==> src/rtl/sds_pkg.sv <==
package sds_pkg;

    typedef enum logic [1:0] {
        ST_OFF = 2'd0,
        ST_T1  = 2'd1,
        ST_T2  = 2'd2,
        ST_T3  = 2'd3
    } test_sel_e;

endpackage

==> src/rtl/sds_press.sv <==
module sds_press #(
    parameter int LOCK_TICKS = 20000
) (
    input  logic clk,
    input  logic rst_n,
    input  logic tick,
    input  logic btn_raw,
    output logic accept
);
    localparam int LW = $clog2(LOCK_TICKS + 1);

    logic          s1, s2, s3;
    logic [LW-1:0] lock;
    logic          press;

    always_ff @(posedge clk) begin
        if (!rst_n) begin
            s1 <= 1'b0;
            s2 <= 1'b0;
            s3 <= 1'b0;
        end else begin
            s1 <= btn_raw;
            s2 <= s1;
            s3 <= s2;
        end
    end

    always_comb begin
        press  = s2 & ~s3;
        accept = press && (lock == '0);
    end

    always_ff @(posedge clk) begin
        if (!rst_n)
            lock <= '0;
        else if (accept)
            lock <= LW'(LOCK_TICKS);
        else if (tick && lock != '0)
            lock <= lock - 1'b1;
    end

    AST_LOCKOUT_GAP: assert property (@(posedge clk) disable iff (!rst_n)
        accept |=> !accept);

endmodule

==> src/rtl/sds_sel_fsm.sv <==
module sds_sel_fsm
    import sds_pkg::*;
(
    input  logic      clk,
    input  logic      rst_n,
    input  logic      adv,
    output test_sel_e sel,
    output test_sel_e sel_nx
);

    always_comb begin
        sel_nx = sel;
        if (adv) begin
            unique case (sel)
                ST_OFF: sel_nx = ST_T1;
                ST_T1:  sel_nx = ST_T2;
                ST_T2:  sel_nx = ST_T3;
                ST_T3:  sel_nx = ST_OFF;
            endcase
        end
    end

    always_ff @(posedge clk) begin
        if (!rst_n)
            sel <= ST_OFF;
        else
            sel <= sel_nx;
    end

    AST_SEL_STEP: assert property (@(posedge clk) disable iff (!rst_n)
        (sel != $past(sel)) |-> (2'(sel) == 2'(2'($past(sel)) + 2'd1)));

endmodule

==> src/rtl/sds_wave.sv <==
module sds_wave
    import sds_pkg::*;
#(
    parameter int P1_PER  = 1000,
    parameter int P1_DIP  = 110,
    parameter int P1_HALF = 0,
    parameter int P2_PER  = 2000,
    parameter int P2_DIP  = 200,
    parameter int P2_HALF = 210,
    parameter int P3_PER  = 50000,
    parameter int P3_DIP  = 5000,
    parameter int P3_HALF = 5010,
    parameter int CW      = 16
) (
    input  logic      clk,
    input  logic      rst_n,
    input  logic      tick,
    input  logic      load,
    input  test_sel_e sel,
    output logic      dip,
    output logic      half
);
    logic [CW-1:0] cnt;
    logic [CW-1:0] last;
    logic [CW-1:0] cmp_d;
    logic [CW-1:0] cmp_h;
    logic          hold;

    always_comb begin
        unique case (sel)
            ST_OFF: begin last = '0;            cmp_d = '0;         cmp_h = '0;          end
            ST_T1:  begin last = CW'(P1_PER-1); cmp_d = CW'(P1_DIP); cmp_h = CW'(P1_HALF); end
            ST_T2:  begin last = CW'(P2_PER-1); cmp_d = CW'(P2_DIP); cmp_h = CW'(P2_HALF); end
            ST_T3:  begin last = CW'(P3_PER-1); cmp_d = CW'(P3_DIP); cmp_h = CW'(P3_HALF); end
        endcase
    end

    always_ff @(posedge clk) begin
        if (!rst_n) begin
            cnt  <= '0;
            hold <= 1'b0;
        end else if (load) begin
            cnt  <= '0;
            hold <= 1'b1;
        end else if (tick) begin
            if (hold)
                hold <= 1'b0;
            else if (cnt >= last)
                cnt <= '0;
            else
                cnt <= cnt + 1'b1;
        end
    end

    always_comb begin
        dip  = (sel != ST_OFF) && !hold && (cnt < cmp_d);
        half = (sel != ST_OFF) && !hold && (cnt < cmp_h);
    end

    AST_OFF_QUIET:   assert property (@(posedge clk) disable iff (!rst_n)
        (sel == ST_OFF) |-> (!dip && !half));
    AST_T1_NO_HALF:  assert property (@(posedge clk) disable iff (!rst_n)
        (sel == ST_T1) |-> !half);
    AST_HALF_COVERS: assert property (@(posedge clk) disable iff (!rst_n)
        ((sel == ST_T2 || sel == ST_T3) && dip) |-> half);
    AST_HALF_TAIL:   assert property (@(posedge clk) disable iff (!rst_n)
        ($fell(half) && !hold && $stable(sel)) |-> !$past(dip));
    AST_RELOAD_ZERO: assert property (@(posedge clk) disable iff (!rst_n)
        load |=> (cnt == '0 && !dip && !half));

endmodule

==> src/rtl/sds_blink.sv <==
module sds_blink #(
    parameter int FLASH_TICKS = 25000
) (
    input  logic       clk,
    input  logic       rst_n,
    input  logic       tick,
    input  logic       load,
    input  logic [1:0] count,
    output logic       led
);
    localparam int FW = $clog2(FLASH_TICKS + 1);

    logic [1:0]    left;
    logic          on;
    logic [FW-1:0] tc;

    always_ff @(posedge clk) begin
        if (!rst_n) begin
            left <= 2'd0;
            on   <= 1'b0;
            tc   <= '0;
        end else if (load) begin
            left <= count;
            on   <= (count != 2'd0);
            tc   <= '0;
        end else if (tick && left != 2'd0) begin
            if (tc == FW'(FLASH_TICKS - 1)) begin
                tc <= '0;
                if (on) begin
                    on   <= 1'b0;
                    left <= left - 2'd1;
                end else begin
                    on <= 1'b1;
                end
            end else begin
                tc <= tc + 1'b1;
            end
        end
    end

    always_comb led = on;

    AST_LED_IDLE: assert property (@(posedge clk) disable iff (!rst_n)
        (left == 2'd0 && !load) |=> !led);

endmodule

==> src/rtl/supply_dip_sequencer.sv <==
module supply_dip_sequencer
    import sds_pkg::*;
#(
    parameter int DEBOUNCE_TICKS = 20000,
    parameter int FLASH_TICKS    = 25000,
    parameter int P1_PER         = 1000,
    parameter int P1_DIP         = 110,
    parameter int P1_HALF        = 0,
    parameter int P2_PER         = 2000,
    parameter int P2_DIP         = 200,
    parameter int P2_HALF        = 210,
    parameter int P3_PER         = 50000,
    parameter int P3_DIP         = 5000,
    parameter int P3_HALF        = 5010
) (
    input  logic clk,
    input  logic rst_n,
    input  logic btn_raw,
    input  logic tick,
    output logic dip_out,
    output logic half_out,
    output logic led_out
);
    localparam int MAX12 = (P1_PER > P2_PER) ? P1_PER : P2_PER;
    localparam int MAXP  = (MAX12 > P3_PER) ? MAX12 : P3_PER;
    localparam int CW    = $clog2(MAXP + 1);

    logic      adv;
    test_sel_e sel;
    test_sel_e sel_nx;
    logic      load;

    sds_press #(.LOCK_TICKS(DEBOUNCE_TICKS)) u_press (
        .clk     (clk),
        .rst_n   (rst_n),
        .tick    (tick),
        .btn_raw (btn_raw),
        .accept  (adv)
    );

    sds_sel_fsm u_fsm (
        .clk    (clk),
        .rst_n  (rst_n),
        .adv    (adv),
        .sel    (sel),
        .sel_nx (sel_nx)
    );

    always_comb load = adv;

    sds_wave #(
        .P1_PER(P1_PER), .P1_DIP(P1_DIP), .P1_HALF(P1_HALF),
        .P2_PER(P2_PER), .P2_DIP(P2_DIP), .P2_HALF(P2_HALF),
        .P3_PER(P3_PER), .P3_DIP(P3_DIP), .P3_HALF(P3_HALF),
        .CW(CW)
    ) u_wave (
        .clk   (clk),
        .rst_n (rst_n),
        .tick  (tick),
        .load  (load),
        .sel   (sel),
        .dip   (dip_out),
        .half  (half_out)
    );

    sds_blink #(.FLASH_TICKS(FLASH_TICKS)) u_blink (
        .clk   (clk),
        .rst_n (rst_n),
        .tick  (tick),
        .load  (load),
        .count (2'(sel_nx)),
        .led   (led_out)
    );

    AST_LED_DARK_OFF: assert property (@(posedge clk) disable iff (!rst_n)
        (sel == ST_OFF) |-> !led_out);
    AST_RESET_QUIET: assert property (@(posedge clk)
        !rst_n |=> (!dip_out && !half_out && !led_out));

endmodule

==> config.mk <==
export PLATFORM = sky130hd
export DESIGN_NAME = supply_dip_sequencer
export DESIGN_NICKNAME = d
export VERILOG_FILES = /design/src/rtl/sds_pkg.sv /design/src/rtl/sds_press.sv /design/src/rtl/sds_sel_fsm.sv /design/src/rtl/sds_wave.sv /design/src/rtl/sds_blink.sv /design/src/rtl/supply_dip_sequencer.sv
export SDC_FILE = /design/constraint.sdc
export NUM_CORES = 1
export LEC_CHECK = 0
export BUFFER_PORTS_ARGS = -buffer_cell sky130_fd_sc_hd__buf_2
export CELL_PAD_IN_SITES_DETAIL_PLACEMENT = 0
export CELL_PAD_IN_SITES_GLOBAL_PLACEMENT = 2
export CORE_MARGIN = 2
export CORE_UTILIZATION = 35
export CTS_BUF_LIST = sky130_fd_sc_hd__clkbuf_4 sky130_fd_sc_hd__clkbuf_8 sky130_fd_sc_hd__clkbuf_16
export CTS_CLUSTER_DIAMETER = 80
export DETAILED_ROUTE_END_ITERATION = 10
export GPL_TIMING_DRIVEN = 0
export PLACE_DENSITY_LB_ADDON = 0.25
export RECOVER_POWER = 25
export SLEW_MARGIN = 0
export SYNTH_ARGS = -nofsm -noshare
export SYNTH_HDL_FRONTEND = slang
export SYNTH_SLANG_ARGS = --single-unit
export TNS_END_PERCENT = 100
==> constraint.sdc <==
create_clock -name clk -period 3.3 [get_ports clk]
set_clock_uncertainty 0.2 [all_clocks]
set_input_delay 0.66 -clock clk [delete_from_list [all_inputs] [get_ports clk]]
set_output_delay 0.66 -clock clk [all_outputs]
set_load 0.01 [all_outputs]
Word level (Yosys, flattened, before mapping)

Cells that the tools add are included.

$add $sub $neg: 4
Magnitude comparators: 3
Equal/unequal tests: 4
Muxes and demuxes: 19
Bitwise logic cells: 4
Reduce and logical (&&, ||, !) cells: 23

Operator list:

| cell                    | count |
|---|---|
| $pmux W16 S4            | 2 |
| $pmux W16 S3            | 1 |
| $mux W15                | 3 |
| $lt A16 B16 Y1          | 2 |
| $add A16 B1 Y16 const B | 1 |
| $ge A16 B16 Y1          | 1 |
| $mux W16                | 1 |
| $reduce_bool A2 Y1      | 8 |
| $add A15 B1 Y15 const B | 1 |
| $eq A15 B15 Y1 const B  | 1 |
| $logic_not A15 Y1       | 1 |
| $reduce_bool A15 Y1     | 1 |
| $sub A15 B1 Y15 const B | 1 |
| $mux W2                 | 5 |
| $pmux W2 S4             | 1 |
| $logic_and A1 B1 Y1     | 6 |
| $mux W1                 | 6 |
| $eq A2 B2 Y1 const B    | 2 |
| $reduce_and A2 Y1       | 2 |
| $reduce_or A2 Y1        | 2 |
| $not A1 Y1              | 3 |
| $reduce_and A3 Y1       | 1 |
| $eq A2 B1 Y1 const B    | 1 |
| $logic_not A2 Y1        | 1 |
| other kinds (3)         | 3 |

Register bits: 55
Bits of input ports: 4
Output and inout port bits: 3

Depth between registers and ports, before layout

Gate-level depths: netlist of the first run.

Word-level depth: 6
Mapped depth: 10

Modules after synthesis

From an unflattened synthesis of the first run, not the netlist that was laid out.

Cells, all modules: 379
Area, all modules: 3338.2 sq um

Modules (own cells, without submodules):

| module      | instances | cells each | area each (sq um) | sequential area each (sq um) |
|---|---|---|---|---|
| sds_wave    | 1         | 167        | 1410.1            | 340.3 |
| sds_blink   | 1         | 99         | 913.4             | 360.3 |
| sds_press   | 1         | 101        | 890.9             | 360.3 |
| sds_sel_fsm | 1         | 12         | 123.9             | 40.0 |

Worst setup path after synthesis of the first run

No wires, ideal clock.

Path type: register to output
From: reg u_fsm.sel[0]
To: out half_out
Data arrival time: 1795 ps
Required time: 2440 ps
Slack: 645 ps
Stages on the path, launching flop included: 9
Cells stage by stage: dfxtp_1 inv_1 ha_1 nor2_1 ha_1 o41ai_1 nand2_1 a211o_1 a21oi_1

Longest elaborated chain between the ends: 5
Elaborated cells between the ends (all ways): 10
Classes of those cells: order compare (1); eq/ne (3); mux (1); reduce/logical (5)

Ends and longest elaborated chain:

| item                                             | line                       | RTL |
|---|---|---|
| start, declared                                  | sds_sel_fsm.sv:7           | `output test_sel_e sel,` |
| start signal, assigned                           | sds_sel_fsm.sv:27          | `sel <= sel_nx;` |
| $eq A2 B1 Y1 or $logic_not A2 Y1 (tied branches) | sds_wave.sv:30             | `unique case (sel)` |
| $reduce_or A2 Y1 (no source line)                | -                          |  |
| $pmux W16 S3                                     | sds_wave.sv:30             |  |
| $lt A16 B16 Y1                                   | sds_wave.sv:57             | `half = (sel != ST_OFF) && !hold && (cnt < cmp_h);` |
| $logic_and A1 B1 Y1 (*)                          | sds_wave.sv:57             |  |
| end, declared                                    | supply_dip_sequencer.sv:21 | `output logic half_out,` |

Mark *: on every way between the ends. The rest lies on a longest branch, timed or not. The select of a mux whose other input is x is not followed.

Worst setup path after layout of the first run

Same ends and word-level chain as after synthesis.

==> results of run 1 <==
[sequential cells by signal, summed over array words and instances (netlist names)]
name          flops
u_fsm.sel         2
u_blink.tc       15
u_blink.led       1
u_press.s2        1
u_press.s1        1
u_wave.cnt       16
u_wave.hold       1
u_press.lock     15
u_blink.left      2
u_press.s3        1
[cell type report]
type                            count  area (um^2)
Inverter                           15        56.30
Fill cell                         927         5328
Multi-Input combinational cell    280         1924
Clock buffer                        7        83.83
Timing Repair Buffer                5        23.77
Sequential cell                    55         1101
Clock inverter                      1        5.005
Buffer                             16        63.81
Tap cell                          108        135.1
[logic make-up (layout without fill, tap and decap cells)]
logic type,count (synthesis),in the layout,share of synthesized area
simple gates,164,164,0.2820
flops,55,55,0.3485
compound gates,52,52,0.1204
xor+xnor,39,39,0.1081
buf+inv,31,44,0.04277
fa+ha+maj,24,24,0.09505
mux,1,1,0.003168
[placed cells by master, fill, tap and decap left out, drive strengths merged, types with 3 or more instances in the layout]
master and n:
a211oi 5, xor2 20, and4 3, nor4 7, o21ai 5, xnor2 19
buf 7, nand4 8, nor2 42, nor2b 5, dfxtp 55, or4b 3
a21oi 13, nand2 19, inv 14, ha 24, nand3 18, o211ai 4
and3 8, and4b 3, clkbuf 21, or3 4, nand2b 4, a21o 3
and2 3, o41ai 3, nor3 27
[worst paths after layout]
path / depth (start not counted) / endpoint / start
hold / removal: 1 / u_press.s2$_SDFF_PN0_ / u_press.s1$_SDFF_PN0_
setup reg to reg: 9 / u_wave.cnt[10]$_SDFFE_PP0P_ / u_fsm.sel[0]$_SDFF_PN0_
setup / recovery: 9 / half_out / u_fsm.sel[0]$_SDFF_PN0_
hold reg to reg: 1 / u_press.s2$_SDFF_PN0_ / u_press.s1$_SDFF_PN0_
[power by group]
group	switching, W	internal, W
combinational	0.000377	0.000240
sequential	0.0000810	0.000737
clock	0.000215	0.000166
total	0.000673	0.00114
[layer usage]
metal  routed length, um  share of wire  global-route usage
met4                  54         0.0077             0.03583
met1                3528           0.50              0.2144
met2                3285           0.47              0.2526
met5                   0              0                   0
met3                 182          0.026             0.02340
[what timing repair did]
item,4_1_cts,5_1_grt
setup endpoints to repair,1,1
resized for setup,1,2
gates cloned,0,0
pin swaps,0,0
[metrics by stage]
| step | hold slack, ps | setup WS (ps) | utilization | power, W |
|---|---|---|---|---|
| 2_1_floorplan | 211.9 | 644.8 | - | 0.001319 |
| 3_3_place_gp | 217.2 | 306.4 | 0.3806 | 0.001478 |
| 3_5_place_dp | 217.7 | 288.2 | 0.3806 | 0.001475 |
| 4_1_cts | 241.8 | 35.71 | 0.3911 | 0.001868 |
| 5_1_grt | 287.7 | 26.26 | 0.3891 | 0.001969 |
| 6_report | 244.8 | 233.1 | 0.3891 | 0.001817 |
[worst max-delay path, cell delays in order, from the launching register on]
cell and delay [ps]:
dfxtp_1 380, inv_1 110, ha_2 250, nor2_4 170
ha_1 250, o41ai_1 60, nand2_1 120, a211o_1 300
a21oi_1 130, buf_2 140
==> results.yml, run 1 <==
setup_path:
  crit_path_max_fanout: 4
  cp-end-kind: "output port"
  rrSetupSlack_ps: 350
  critPathArrivalTime_ps: 2210
  cp_data_required_time_ps: 2440
  cp-start-kind: "flip-flop"
  critical_path_class: "reg -> out"
detailed_routing:
  num_vias: 2551
  detail_route.iter0.violations: 106
  first_pass_iters: 4
  drc: 0
  wirelength_um: 7051
  via_per_inst: 5.238
  routedWlPerCell_um: 14.48
  ant_nets: 0
sta:
  fmax_ghz: 0.3261
  setup-tns-final_ps: 0
  max_slew_margin: 0.4132
  hold_viol: 0
  finalSetupViolations: 0
  drv_slew: 0
  worst_pin_slew_ps: 872.2
  min_period_over_period: 0.9294
  rsz0062_at_grt: "no"
  fin_crit_ps: 3067
die:
  core.rowCount: 34
  die_h_um: 99.01
  die_area_um2: 9802
  io_pins: 7
  coreArea_um2: 8721
  die_w_um: 99.01
  start_util: 0.3623
clocking:
  cts_htree_levels: 2
  clockBufferDepth: 2
  clockRootBuffer: "clkbuf_8"
  clock_latency_ps: 300
  cts_tree: "yes"
  post-cts-setup-buffers: 0
  clkTransAtPathRegs_ps: 100
  cts-hold-fix-buffers: 0
  cts_buffers: 5
  clock-sinks: 55
synthesis:
  yosys-top-cells-count: "dfxtp_1, nor2_1, nor3_1, ha_1, xor2_1"
  synth_area_um2: 3159
  netlist_top_cells_area: "dfxtp_1, ha_1, xor2_1"
  synth_cells: 366
  yosys.cell_types.count: 57
  ys_seq_area_frac: 0.3485
  synth_top_area_share: 0.3485
  synthFlopType: "dfxtp_1"
  avgSynthCellArea_um2: 8.632
  yosysMostFrequentCell: "dfxtp_1"
  synth_nets: 394
  async_flop_share: 0
  synth_seq_cells: 55
  yosysWarnings: 0
  synth_top_area_cell: "dfxtp_1"
  synth_edf_count: 0
status:
  status: "completed"
final_layout:
  nets: 406
  drive_above_1_share: 0.06596
  areaGrowthSynthToFinish_pct: 7.406
  layout.cells.non_filler: 487
  postLayoutCellArea_um2: 3393
  antenna_cells: 0
run:
  drv_cap: 0
place:
  gp_congestion: 0.7724
  placed_area_um2: 3319
  dpl.cell_count: 479
  port-buffer-count: 5
  dp.final_hpwl_um: 5253
worst_hold_path:
  hold_path_class: "reg -> reg"
power_and_ir_drop:
  p_leak_nw: 1.255
  powerDensity_nw_per_um2: 535.4
  ir_worst_vdd_mv: 0.1968
global_routing:
  grt_first_pass_wirelength_um: 12430
  grt_use_total: 0.1543
  gr-total-overflow: 0
  grt_max_degree: 16
  grt_antenna_before_repair: 0
  grt_pass1_vias: 2494
Power figures use the tool's default switching activity.
==> inputs of run 2 (changes only) <==
--- a/config.mk
+++ b/config.mk
@@ -16,6 +16,7 @@
 export GPL_TIMING_DRIVEN = 0
 export PLACE_DENSITY_LB_ADDON = 0.25
 export RECOVER_POWER = 25
+export REMOVE_ABC_BUFFERS = 1
 export SLEW_MARGIN = 0
 export SYNTH_ARGS = -nofsm -noshare
 export SYNTH_HDL_FRONTEND = slang
==> results.yml, run 2 (synthesis gave the netlist of run 1 again) <==
worst_hold_path:
  whs_path_depth: 1
  worstHoldStart: "u_press.s1$_SDFF_PN0_"
  hold_path_class: "reg -> reg"
  whs_endpoint: "u_press.s2$_SDFF_PN0_"
status:
  status: "completed"
global_routing:
  grt_first_pass_wirelength_um: 11780
  grt_use_total: 0.1458
  grt_antenna_before_repair: 0
  gr-total-overflow: 0
  grt_pass1_vias: 2379
  grt_max_degree: 32
power_and_ir_drop:
  ir_worst_vdd_mv: 0.2261
  p_sw_frac: 0.3698
  p_clk_frac: 0.228
  combPwrFrac: 0.328
  p_sw_w: 0.0006813
  powerDensity_nw_per_um2: 549.0
  internal_power_w: 0.001161
  seqPwrFrac: 0.444
  p_leak_nw: 1.236
sta:
  hold_viol: 0
  rsz0062_at_grt: "no"
  fmax_ghz: 0.3288
  setup-tns-final_ps: 0
  fin_crit_ps: 3042
  finalSetupViolations: 0
  drv_slew: 0
  min_period_over_period: 0.9217
  timing.final.ws_setup_ps: 258.5
  max_slew_margin: 0.3893
  worst_pin_slew_ps: 912.7
final_layout:
  areaGrowthSynthToFinish_pct: 6.218
  reg.largest.list: "u_wave.cnt: 16 flops, u_blink.tc: 15 flops, u_press.lock: 15 flops"
  fillCellCount: 888
  drive_above_1_share: 0.06593
  layout_common_cells: "dfxtp_1, nor2_1, nor3_1"
  nets: 391
  largest_register: "u_wave.cnt"
  final_common_cell: "dfxtp_1"
  antenna_cells: 0
  largest_reg_flops: 16
clocking:
  cts_tree: "yes"
  clock-sinks: 55
  post-cts-setup-buffers: 0
  cts_buffers: 5
  clock_latency_ps: 310
  clockRootBuffer: "clkbuf_8"
  cts_htree_levels: 2
  clockBufferDepth: 2
  clkTransAtPathRegs_ps: 100
place:
  gp_congestion: 0.7330
  dpl_worst_slack_ps: -103.9
  dp.final_hpwl_um: 4684
  port-buffer-count: 6
setup_path:
  reg2reg_depth: 5
  cp_data_required_time_ps: 2440
  crit_path_max_fanout: 4
  rrSetupSlack_ps: 450
  critical_path_class: "reg -> out"
  critPathArrivalTime_ps: 2180
  cp-end-kind: "output port"
  rr_startpoint: "u_press.lock[13]$_SDFFE_PP0P_"
  cp-start-kind: "flip-flop"
  reg2reg_to: "u_blink.tc[14]$_SDFFE_PP0P_"
detailed_routing:
  num_vias: 2491
  met1Wirelength_um: 3640
  via_per_inst: 5.278
  highest_layer: "met4"
  wl_met2_um: 2887
  wirelength_um: 6744
  detail_route.iter0.violations: 75
  wl_met3_um: 115
  first_pass_iters: 4
  ant_nets: 0
  drc: 0
  routedWlPerCell_um: 14.29
die:
  start_util: 0.3623
  core.rowCount: 34
  coreArea_um2: 8721
  io_pins: 7
  die_h_um: 99.01
  die_area_um2: 9802
  die_w_um: 99.01
run:
  drv_cap: 0
[run 2: cell count changes in the layout (fill, tap and decap cells not counted), moves of 2 or more]
cell,before,now
and2_0,3,1
and2_1,0,2
buf_2,7,4
clkbuf_1,14,2
clkbuf_4,2,0
clkbuf_8,5,7
[run 2: routing by layer]
metal / vias to the layer above / track usage
met4: 0 / 0.03899
met2: 18 / 0.2266
met5: - / 0
met3: 8 / 0.02340
met1: 1159 / 0.2098
li1: 1306 / -
[run 2: area by class of cell]
cell class	count	area, um^2	area share
Clock buffer	7	96.34	0.02871
Clock inverter	1	7.507	0.002237
Inverter	15	56.30	0.01678
Multi-Input combinational cell	280	1932	0.5757
Sequential cell	55	1101	0.3281
Tap cell	108	135.1	0.04027
Timing Repair Buffer	6	27.53	0.008203
[run 2: how the worst max path moves through the flow]
stage                                  startpoint                          end  cells past startpoint
floorplan           u_press.lock[13]$_SDFFE_PP0P_   u_wave.cnt[0]$_SDFFE_PP0P_                      5
global placement    u_press.lock[13]$_SDFFE_PP0P_   u_wave.cnt[0]$_SDFFE_PP0P_                      5
detailed placement        u_fsm.sel[0]$_SDFF_PN0_  u_wave.cnt[13]$_SDFFE_PP0P_                      7
CTS                       u_fsm.sel[0]$_SDFF_PN0_                     half_out                      9
global route              u_fsm.sel[0]$_SDFF_PN0_                     half_out                      9
finish                    u_fsm.sel[0]$_SDFF_PN0_                      dip_out                      7
[run 2: per-stage QoR]
stage	instance area [um^2]	util	instances	hold slack (ps)	total power [W]
finish	3356	0.3848	472	248.3	0.001842
global placement	3246	0.3722	464	221.7	0.001432
CTS	3367	0.3861	472	249.7	0.001876
global route	3356	0.3848	472	277.7	0.001993
detailed placement	3257	0.3735	464	221.8	0.001444
floorplan	3080	-	350	211.8	0.001282
[run 2: timing repair]
item | in CTS | in global routing
endpoints found under the setup margin | 15 | 1
gates resized for setup | 1 | 3
hold buffers | 0 | 0
[run 2: critical path, cell delays in order, from the launching register on]
cell,delay [ps]
dfxtp_1,380
inv_1,100
ha_1,320
inv_1,140
ha_1,250
or3_1,360
a31oi_1,180
buf_2,150
[run 2: power groups by stage]
stage                     combinational (W)  sequential, W  clock, W
after CTS                          0.000618       0.000818  0.000440
after floorplan                    0.000470       0.000812         0
after detailed placement           0.000611       0.000833         0
final                              0.000605       0.000818  0.000419
after global placement             0.000598       0.000834         0
after global routing               0.000697       0.000831  0.000464
==> inputs of run 3 (changes only) <==
--- a/config.mk
+++ b/config.mk
@@ -13,9 +13,8 @@
 export CTS_BUF_LIST = sky130_fd_sc_hd__clkbuf_4 sky130_fd_sc_hd__clkbuf_8 sky130_fd_sc_hd__clkbuf_16
 export CTS_CLUSTER_DIAMETER = 80
 export DETAILED_ROUTE_END_ITERATION = 10
-export GPL_TIMING_DRIVEN = 0
+export GPL_TIMING_DRIVEN = 1
 export PLACE_DENSITY_LB_ADDON = 0.25
-export RECOVER_POWER = 25
 export REMOVE_ABC_BUFFERS = 1
 export SLEW_MARGIN = 0
 export SYNTH_ARGS = -nofsm -noshare
==> results.yml, run 3 (synthesis gave the netlist of run 1 again) <==
status:
  status: "completed"
global_routing:
  grt_use_total: 0.1447
  grt_max_degree: 17
  grt_antenna_before_repair: 0
  gr-total-overflow: 0
  grt_first_pass_wirelength_um: 11650
  grt_pass1_vias: 2477
final_layout:
  final_common_cell: "dfxtp_1"
  reg.largest.list: "u_wave.cnt: 16 flops, u_blink.tc: 15 flops, u_press.lock: 15 flops"
  largest_register: "u_wave.cnt"
  layout.cells.non_filler: 479
  largest_reg_flops: 16
  final_core_util: 0.3905
  areaGrowthSynthToFinish_pct: 7.802
  nets: 398
  drive_above_1_share: 0.08895
  postLayoutCellArea_um2: 3406
  antenna_cells: 0
  fillCellCount: 898
  layout_common_cells: "dfxtp_1, nor2_1, nor3_1"
clocking:
  clock_latency_ps: 310
  cts.repair.resized: 0
  cts-hold-fix-buffers: 0
  clockBufferDepth: 2
  clockRootBuffer: "clkbuf_8"
  post-cts-setup-buffers: 0
  cts_htree_levels: 2
  cts_tree: "yes"
  cts_buffers: 5
  clkTransAtPathRegs_ps: 110
  clock-sinks: 55
place:
  port-buffer-count: 6
  dpl.cell_count: 471
  dp.final_hpwl_um: 4971
  placed_area_um2: 3314
  gp_congestion: 0.8102
setup_path:
  startpoint: "u_fsm.sel[0]$_SDFF_PN0_"
  cp-start-kind: "flip-flop"
  critPathArrivalTime_ps: 2260
  cp_data_required_time_ps: 2440
  cp_cell_sequence: "inv_1 -> ha_1 -> nor2_2 -> ha_1 -> o41ai_1 -> nand2_1 -> a211o_1 -> a21oi_1 -> buf_2"
  reg2reg_to: "u_blink.tc[13]$_SDFFE_PP0P_"
  max_stage_delay_ps: 370
  critical_path_class: "reg -> out"
  cp_common_cell: "ha_1"
  endpoint: "half_out"
  cp-end-kind: "output port"
  rr_startpoint: "u_press.lock[5]$_SDFFE_PN0P_"
  cp_slowest_cell: "dfxtp_1"
  crit_path_max_fanout: 4
  reg2reg_depth: 5
  rrSetupSlack_ps: 710
detailed_routing:
  num_vias: 2521
  routedWlPerCell_um: 14.11
  met1Wirelength_um: 3406
  via_per_inst: 5.263
  first_pass_iters: 5
  highest_layer: "met4"
  detail_route.iter0.violations: 77
  wl_met2_um: 3133
  wirelength_um: 6757
  ant_nets: 0
  drc: 0
  wl_met3_um: 137
sta:
  worst_pin_slew_ps: 611.9
  fmax_ghz: 0.3205
  drv_slew: 0
  hold_ws_ps: 242.8
  rsz0062_at_grt: "no"
  max_slew_margin: 0.5920
  hold_viol: 0
  fin_crit_ps: 3120
  finalSetupViolations: 0
  min_period_over_period: 0.9454
die:
  io_pins: 7
  start_util: 0.3623
  coreArea_um2: 8721
  die_area_um2: 9802
  die_w_um: 99.01
  die_h_um: 99.01
  core.rowCount: 34
power_and_ir_drop:
  powerDensity_nw_per_um2: 540.4
  p_leak_nw: 1.277
  ir_worst_vdd_mv: 0.2394
worst_hold_path:
  whs_path_depth: 1
  hold_path_class: "reg -> reg"
  worstHoldStart: "u_press.s1$_SDFF_PN0_"
run:
  drv_cap: 0
[run 3: worst min-delay path by stage]
stage,endpoint
after detailed placement,u_press.s2$_SDFF_PN0_
after floorplan,u_press.s2$_SDFF_PN0_
after global placement,u_press.s2$_SDFF_PN0_
after CTS,u_press.s2$_SDFF_PN0_
final,u_press.s2$_SDFF_PN0_
after global routing,u_press.s2$_SDFF_PN0_
[run 3: report_power, final]
group | leakage [nW] | internal, W | switching (W)
Clock | 0.0446 | 0.000157 | 0.000222
Combinational | 0.787 | 0.000268 | 0.000373
Sequential | 0.446 | 0.000737 | 0.0000823
Total | 1.28 | 0.00116 | 0.000678
[run 3: critical path, delay by kind of cell, from the launching register on]
kind / cells / cell delay (ps)
buf+inv: 2 / 240
simple gates: 2 / 300
compound gates: 3 / 500
fa+ha+maj: 2 / 550
flops: 1 / 370
[run 3: per-stage QoR]
stage / setup TNS (ps) / worst slack [ps] / power [W]
after detailed placement: 0 / 454.7 / 0.001479
after global placement: 0 / 515.1 / 0.001473
after CTS: 0 / 81.21 / 0.001869
after global routing: 0 / 25.46 / 0.001982
final: 0 / 180.3 / 0.001840
after floorplan: -141.6 / -141.6 / 0.001282
[run 3: layout make-up]
| cell class | count | area (um^2) | area share |
|---|---|---|---|
| clock buffer | 6 | 76.32 | 0.02241 |
| clock inverter | 2 | 12.51 | 0.003674 |
| inverter | 15 | 56.30 | 0.01653 |
| multi-input combinational | 280 | 1929 | 0.5665 |
| sequential | 55 | 1101 | 0.3233 |
| tap | 108 | 135.1 | 0.03968 |
| timing repair buffer | 13 | 95.09 | 0.02792 |
[run 3: layer usage]
layer,track usage,vias to the layer above
met5,0,-
met4,0.04426,0
met3,0.02695,6
met2,0.2438,21
met1,0.1876,1174
li1,-,1320
